--- src/rtl/ixb_pkg.sv ---
package ixb_pkg;
  localparam int WORD_W = 64;
  localparam int BUS_AW = 32;
  localparam int BUS_DW = 32;
  localparam int ERR_W  = 6;

  localparam logic [3:0] CTL_KEY = 4'hD;

  // Control word fields (vector indices, MSB-0 bit n maps to 63-n)
  localparam int CTL_KEY_HI = 63;
  localparam int CTL_KEY_LO = 60;
  localparam int CTL_SZ_HI  = 59;
  localparam int CTL_SZ_LO  = 56;
  localparam int CTL_RD     = 48;

  // Status word fields
  localparam int ST_ERR_HI = 63;
  localparam int ST_ERR_LO = 58;
  localparam int ST_RD_HI  = 57;
  localparam int ST_RD_LO  = 26;
  localparam int ST_BUSY   = 19;
  localparam int ST_BADCMD = 18;
  localparam int ST_TMO    = 17;
  localparam int ST_DONE   = 11;

  localparam logic [1:0] OFS_CTL  = 2'd0;
  localparam logic [1:0] OFS_STAT = 2'd2;
  localparam logic [1:0] OFS_DATA = 2'd3;

  typedef struct packed {
    logic [BUS_AW-1:0] addr;
    logic [2:0]        nbytes;
    logic              rd;
  } ixb_cmd_t;
endpackage

--- src/rtl/ixb_cmd_decode.sv ---
module ixb_cmd_decode
  import ixb_pkg::*;
(
  input  logic [3:0]        key,
  input  logic [3:0]        size_f,
  input  logic              rd_f,
  input  logic [BUS_AW-1:0] addr_f,
  input  logic [BUS_DW-1:0] data_top,
  output ixb_cmd_t          cmd,
  output logic              cmd_ok,
  output logic [BUS_DW-1:0] wdata
);
  logic size_ok;

  always_comb begin
    size_ok    = (size_f == 4'd1) || (size_f == 4'd2) || (size_f == 4'd4);
    cmd_ok     = size_ok && (key == CTL_KEY);
    cmd.addr   = addr_f;
    cmd.nbytes = size_f[2:0];
    cmd.rd     = rd_f;
    case (size_f[2:0])
      3'd1:    wdata = {{(BUS_DW-8){1'b0}}, data_top[BUS_DW-1 -: 8]};
      3'd2:    wdata = {{(BUS_DW-16){1'b0}}, data_top[BUS_DW-1 -: 16]};
      default: wdata = data_top;
    endcase
  end
endmodule

--- src/rtl/ixb_bus_engine.sv ---
module ixb_bus_engine
  import ixb_pkg::*;
#(
  parameter int TMO_W = 16
) (
  input  logic              clk,
  input  logic              rst,
  input  logic              start,
  input  ixb_cmd_t          cmd,
  input  logic [BUS_DW-1:0] wdata,
  input  logic [TMO_W-1:0]  tmo_limit,
  input  logic              bus_ack,
  output logic              bus_req,
  output logic              bus_we,
  output logic [BUS_AW-1:0] bus_addr,
  output logic [2:0]        bus_size,
  output logic [BUS_DW-1:0] bus_wdata,
  output logic              fin_ok,
  output logic              fin_tmo
);
  logic [TMO_W-1:0] wait_cnt;
  logic             at_limit;

  assign at_limit = (wait_cnt == tmo_limit);
  assign fin_ok   = bus_req && bus_ack;
  assign fin_tmo  = bus_req && !bus_ack && at_limit;

  always_ff @(posedge clk) begin
    if (rst) begin
      bus_req   <= 1'b0;
      bus_we    <= 1'b0;
      bus_addr  <= '0;
      bus_size  <= '0;
      bus_wdata <= '0;
      wait_cnt  <= '0;
    end else if (start) begin
      bus_req   <= 1'b1;
      bus_we    <= !cmd.rd;
      bus_addr  <= cmd.addr;
      bus_size  <= cmd.nbytes;
      bus_wdata <= wdata;
      wait_cnt  <= '0;
    end else if (bus_req) begin
      if (fin_ok || fin_tmo) begin
        bus_req <= 1'b0;
      end else begin
        wait_cnt <= wait_cnt + 1'b1;
      end
    end
  end
endmodule

--- src/rtl/ixb_status_pack.sv ---
module ixb_status_pack
  import ixb_pkg::*;
(
  input  logic [ERR_W-1:0]  errc,
  input  logic [BUS_DW-1:0] rd_raw,
  input  logic [2:0]        rd_nbytes,
  input  logic              busy,
  input  logic              bad,
  input  logic              tmo,
  input  logic              done,
  output logic [WORD_W-1:0] stat
);
  logic [BUS_DW-1:0] rd_just;

  always_comb begin
    case (rd_nbytes)
      3'd1:    rd_just = {rd_raw[7:0],  {(BUS_DW-8){1'b0}}};
      3'd2:    rd_just = {rd_raw[15:0], {(BUS_DW-16){1'b0}}};
      default: rd_just = rd_raw;
    endcase
    stat                       = '0;
    stat[ST_ERR_HI:ST_ERR_LO]  = errc;
    stat[ST_RD_HI:ST_RD_LO]    = rd_just;
    stat[ST_BUSY]              = busy;
    stat[ST_BADCMD]            = bad;
    stat[ST_TMO]               = tmo;
    stat[ST_DONE]              = done;
  end
endmodule

--- src/rtl/indirect_bus_bridge.sv ---
module indirect_bus_bridge
  import ixb_pkg::*;
#(
  parameter int TMO_W = 16
) (
  input  logic              clk,
  input  logic              rst,
  input  logic              reg_wr,
  input  logic [1:0]        reg_addr,
  input  logic [63:0]       reg_wdata,
  output logic [63:0]       reg_rdata,
  input  logic [TMO_W-1:0]  tmo_limit,
  output logic              bus_req,
  output logic              bus_we,
  output logic [31:0]       bus_addr,
  output logic [2:0]        bus_size,
  output logic [31:0]       bus_wdata,
  input  logic              bus_ack,
  input  logic [31:0]       bus_rdata,
  input  logic [5:0]        bus_err
);
  logic [WORD_W-1:0] ctl_q, data_q, stat_w;
  logic              busy_q, done_q, bad_q, tmo_q, rdop_q;
  logic [ERR_W-1:0]  errc_q;
  logic [BUS_DW-1:0] rd_raw_q;
  logic [2:0]        rd_nb_q;

  ixb_cmd_t          cmd;
  logic              cmd_ok;
  logic [BUS_DW-1:0] cmd_wdata;
  logic              ctl_wr, accept, start, reject;
  logic              fin_ok, fin_tmo;

  ixb_cmd_decode u_dec (
    .key      (reg_wdata[CTL_KEY_HI:CTL_KEY_LO]),
    .size_f   (reg_wdata[CTL_SZ_HI:CTL_SZ_LO]),
    .rd_f     (reg_wdata[CTL_RD]),
    .addr_f   (reg_wdata[BUS_AW-1:0]),
    .data_top (data_q[WORD_W-1 -: BUS_DW]),
    .cmd      (cmd),
    .cmd_ok   (cmd_ok),
    .wdata    (cmd_wdata)
  );

  assign ctl_wr = reg_wr && (reg_addr == OFS_CTL);
  assign accept = ctl_wr && !busy_q;
  assign start  = accept && cmd_ok;
  assign reject = accept && !cmd_ok;

  ixb_bus_engine #(.TMO_W(TMO_W)) u_eng (
    .clk       (clk),
    .rst       (rst),
    .start     (start),
    .cmd       (cmd),
    .wdata     (cmd_wdata),
    .tmo_limit (tmo_limit),
    .bus_ack   (bus_ack),
    .bus_req   (bus_req),
    .bus_we    (bus_we),
    .bus_addr  (bus_addr),
    .bus_size  (bus_size),
    .bus_wdata (bus_wdata),
    .fin_ok    (fin_ok),
    .fin_tmo   (fin_tmo)
  );

  always_ff @(posedge clk) begin
    if (rst) begin
      ctl_q    <= '0;
      data_q   <= '0;
      busy_q   <= 1'b0;
      done_q   <= 1'b0;
      bad_q    <= 1'b0;
      tmo_q    <= 1'b0;
      rdop_q   <= 1'b0;
      errc_q   <= '0;
      rd_raw_q <= '0;
      rd_nb_q  <= 3'd4;
    end else begin
      if (reg_wr && (reg_addr == OFS_DATA)) data_q <= reg_wdata;
      if (accept) begin
        ctl_q    <= reg_wdata;
        busy_q   <= start;
        done_q   <= reject;
        bad_q    <= reject;
        tmo_q    <= 1'b0;
        errc_q   <= '0;
        rd_raw_q <= '0;
        rd_nb_q  <= cmd.nbytes;
        rdop_q   <= cmd.rd;
      end else if (fin_ok) begin
        busy_q <= 1'b0;
        done_q <= 1'b1;
        errc_q <= bus_err;
        if (rdop_q) rd_raw_q <= bus_rdata;
      end else if (fin_tmo) begin
        busy_q <= 1'b0;
        done_q <= 1'b1;
        tmo_q  <= 1'b1;
      end
    end
  end

  ixb_status_pack u_pack (
    .errc      (errc_q),
    .rd_raw    (rd_raw_q),
    .rd_nbytes (rd_nb_q),
    .busy      (busy_q),
    .bad       (bad_q),
    .tmo       (tmo_q),
    .done      (done_q),
    .stat      (stat_w)
  );

  always_ff @(posedge clk) begin
    if (rst) begin
      reg_rdata <= '0;
    end else begin
      case (reg_addr)
        OFS_CTL:  reg_rdata <= ctl_q;
        OFS_STAT: reg_rdata <= stat_w;
        OFS_DATA: reg_rdata <= data_q;
        default:  reg_rdata <= '0;
      endcase
    end
  end
endmodule

--- config.mk ---
export PLATFORM = sky130hd
export DESIGN_NAME = indirect_bus_bridge
export DESIGN_NICKNAME = d
export VERILOG_FILES = /design/src/rtl/ixb_pkg.sv /design/src/rtl/ixb_cmd_decode.sv /design/src/rtl/ixb_bus_engine.sv /design/src/rtl/ixb_status_pack.sv /design/src/rtl/indirect_bus_bridge.sv
export SDC_FILE = /design/constraint.sdc
export NUM_CORES = 1
export LEC_CHECK = 0
export BUFFER_PORTS_ARGS = -buffer_cell sky130_fd_sc_hd__buf_2
export CAP_MARGIN = 30
export CORE_UTILIZATION = 35
export CTS_BUF_LIST = sky130_fd_sc_hd__clkbuf_16
export DETAILED_ROUTE_END_ITERATION = 8
export GPL_TIMING_DRIVEN = 0
export PLACE_DENSITY = 0.65
export SLEW_MARGIN = 20
export SYNTH_ARGS = -nofsm -noshare
export SYNTH_HDL_FRONTEND = slang
export SYNTH_SLANG_ARGS = --single-unit
export TNS_END_PERCENT = 100
--- constraint.sdc ---
create_clock -name clk -period 1.7 [get_ports clk]
set_input_delay 0 -clock clk [delete_from_list [all_inputs] [get_ports clk]]
set_output_delay 0 -clock clk [all_outputs]
set_load 0.02 [all_outputs]
==> summary.txt <==
F_max: 524 MHz
Worst VDD drop: 0.513 mV
Seq/Total Area, Yosys: 52.6%
Grt ovf: 0
DRC Markers: 0
Antenna violations before repair: 1
Drt total wl: 45700 um
Warnings from Yosys: 0
Layout area overhead: 42.6%
WP data required: 2.12 ns
Primary FF master, synth: dfxtp_1
Synth async-reset ratio: 0%
Root Buffer Master: clkbuf_16
Clock net sink count: 320
P_leak: 0.00690 uW
FF-to-FF End: u_eng.bus_addr[28]
Largest cells by area after synthesis: dfxtp_1 53%, nand2_1 14%, a21oi_1 10%
Max Buffers Root-to-Sink: 3
WL per Instance: 19.0 um
Met2 Track Usage GR: 40.3%
Vias per cell: 5.26
Nets: 2055
Critical Path AT: 2.33 ns
Initial DRC Count: 1210
Crit start category: register
Synth area leader: dfxtp_1
Total track usage: 24.6%
Final worst-path cycle share: 112%
HP Start: rst
Final Power: 16200 uW
Core Box Area: 33900 sq um
RSZ-0062 raised after global routing: true
Die Area: 35600 sq um
Dpl hpwl: 31500 um
Final GP Congestion: 0.946
Mapped Avg Cell Area: 8.13 sq um
Hold Path Cell Cnt: 4
Hold Fails Final Rpt: 0
Fillers: 3237
First-pass GRT wire length: 67800 um
DRT Pass-1 Iters: 8
Row cnt: 67
Synth top area share: 52.6%
Max-Slew Margin vs Limit: 41.9%
Max-Cap Viols: 0
Distinct cells, synth: 45
Die W: 189 um
Clock slew at reported path FFs: 0.06 ns
Final Setup Violations: 88
FF+latch count, synth: 320
Hold endpoint: rd_raw_q[2]
Setup crit start: busy_q
Crit path capture type: register
Setup CP Type: reg2reg
Ports: 257
Post-DRT Antenna Nets: 0
Syn nets: 1623
Slew Viols, Final: 0
Via count: 12600
Grt met1 use: 32.1%
Cell depth of the worst flop-to-flop path: 8
GR peak layer: met2
Sum Neg Setup Slack: -12.40 ns
Final setup margin: -0.210 ns
H-tree depth: 2
Failing checks: setup timing
Synthesized netlist cell count: 1498
Vias in the first global route: 12100
Hold WC Path Type: in2reg
Post-synth EDFFs: 0
CP Max Fanout: 6
Slew @ Worst Pin: 0.871 ns
CTS tree: yes
Status: complete, but fails checks
Register area: 6440 sq um
Min Clock Period, post-route: 1.91 ns
Largest net degree at the start of global routing: 13
Setup Skew: 0.0239 ns
Cts bufs inserted: 37
Power density cells: 935 nW/um^2
Initial Util: 36.0%
Height of the die: 189 um
Met3 Usage GRT: 5.55%
FF-to-FF Start: busy_q
Reg2reg setup slack: -0.21 ns
Multi-input logic area: 5740 sq um
Synth Cell Area: 12200 sq um
Share of layout cells above drive strength 1: 25.2%
Worst skew pair latency: 0.52 ns
Port buffer count: 256
[final cells by class]
class                      count  area share [%]
inverter                       4          0.0864
timing repair buffer         397            16.0
buffer                       116            4.25
tap                          448            3.23
antenna                        2          0.0288
clock inverter                22           0.684
clock buffer                  39            5.62
sequential                   320            37.1
multi-input combinational   1054            33.0
[timing repair]
item                                   CTS  global route
cloned                                   5             4
hold buffers                           101             1
buffers inserted                        20            12
setup endpoints to repair              211           195
pin swaps                               28            62
endpoints found under the hold margin  198             1
gates resized for setup                133           129
[worst max path at each step]
stage	to
3_5_place_dp	u_eng.bus_wdata[11]
5_1_grt	u_eng.bus_addr[9]
3_3_place_gp	u_eng.bus_wdata[11]
6_report	u_eng.bus_addr[28]
4_1_cts	u_eng.bus_wdata[30]
2_1_floorplan	u_eng.bus_wdata[11]
[synthesized netlist by cell type (2+ instances only)]
cell	count
nand2_1	441
dfxtp_1	320
a21oi_1	255
nor2_1	92
clkbuf_1	80
a22oi_1	54
a22o_1	40
buf_1	23
o21ai_0	20
xnor2_1	16
buf_2	14
nor2b_1	13
mux2i_1	12
nand4_1	10
nor3_1	10
or3_1	10
nand3_1	9
a211oi_1	8
a222oi_1	8
o211ai_1	8
o22ai_1	8
nand2b_1	6
and3_1	5
o31ai_1	4
or4_1	4
buf_4	3
inv_1	3
a21o_1	2
and2_1	2
nand3b_1	2
or2_2	2
[sequential cells by signal, indices dropped and copies added (netlist names)]
name / count
u_eng.bus_we: 1
tmo_q: 1
u_eng.bus_size: 3
rd_nb_q: 1
done_q: 1
errc_q: 6
u_eng.wait_cnt: 16
ctl_q: 64
rd_raw_q: 32
bad_q: 1
reg_rdata: 64
data_q: 64
u_eng.bus_wdata: 32
u_eng.bus_req: 1
u_eng.bus_addr: 32
busy_q: 1
[through the flow]
| stage | util, % | cells | hold slack, ns | setup slack, ns | area (sq um) |
|---|---|---|---|---|---|
| final | 51.3 | 2402 | 0.0329 | -0.210 | 17400 |
| after global routing | 51.3 | 2401 | 0.0202 | -0.237 | 17400 |
| after CTS | 49.5 | 2387 | 0.00824 | -0.133 | 16800 |
| after detailed placement | 41.4 | 2202 | 0.254 | -0.600 | 14000 |
| after global placement | 41.4 | 2202 | 0.251 | -0.559 | 14000 |
| after floorplan | - | 1498 | 0.117 | 0.00774 | 12200 |
[kinds of logic (layout without fill, tap and decap cells)]
group	count (synthesis)	in the layout	synth area share [%]
adders and majority gates	1	1	0.103
AOI/OAI and AO/OA	410	410	20.1
buffers and inverters	124	578	4.06
and+or+nand+nor	614	614	20.9
other	0	2	0
muxes	12	12	0.986
DFF	320	320	52.6
xor gates and xnor gates	17	17	1.22
[metal layers]
layer | vias to the layer above | part of all wire, %
met5 | - | 0
met4 | 0 | 2.6
met3 | 90 | 9.0
met2 | 541 | 47
met1 | 6037 | 42
li1 | 5957 | -
[critical path, cell delays in order, from the launching register on]
cell,delay [ns]
dfxtp_4,0.35
nor4b_4,0.39
and3_4,0.29
and2_4,0.16
buf_12,0.14
buf_8,0.13
buf_12,0.14
nand2_4,0.05
a21oi_2,0.14
[placed cells by master, fill, tap and decap left out, types with 5 or more instances in the layout]
cell type / count
nor3_1: 10
buf_8: 9
nand3_1: 8
nand4_1: 10
dfxtp_1: 304
o22ai_1: 8
buf_4: 21
or3_1: 10
nand2_4: 24
clkbuf_2: 14
buf_2: 267
dlygate4sd3_1: 102
nor2_1: 92
clkinv_1: 11
dfxtp_2: 11
o21ai_0: 18
nor2b_1: 11
dfxtp_4: 5
mux2i_1: 12
clkbuf_16: 43
nand2b_1: 5
inv_1: 11
a21oi_1: 224
a22oi_1: 47
a21oi_2: 31
a211oi_2: 5
xnor2_1: 16
buf_6: 14
a222oi_1: 8
a22o_1: 40
o211ai_1: 8
buf_1: 13
buf_12: 9
a22oi_2: 7
clkbuf_1: 52
nand2_1: 416
[power breakdown]
group / leakage [uW] / internal (uW) / switching (uW) / total (uW)
combinational: 0.00375 / 529 / 774 / 1300
clock: 0.000562 / 4250 / 2980 / 7230
sequential: 0.00260 / 7620 / 93.6 / 7710
(Power assumes the default switching activity.)
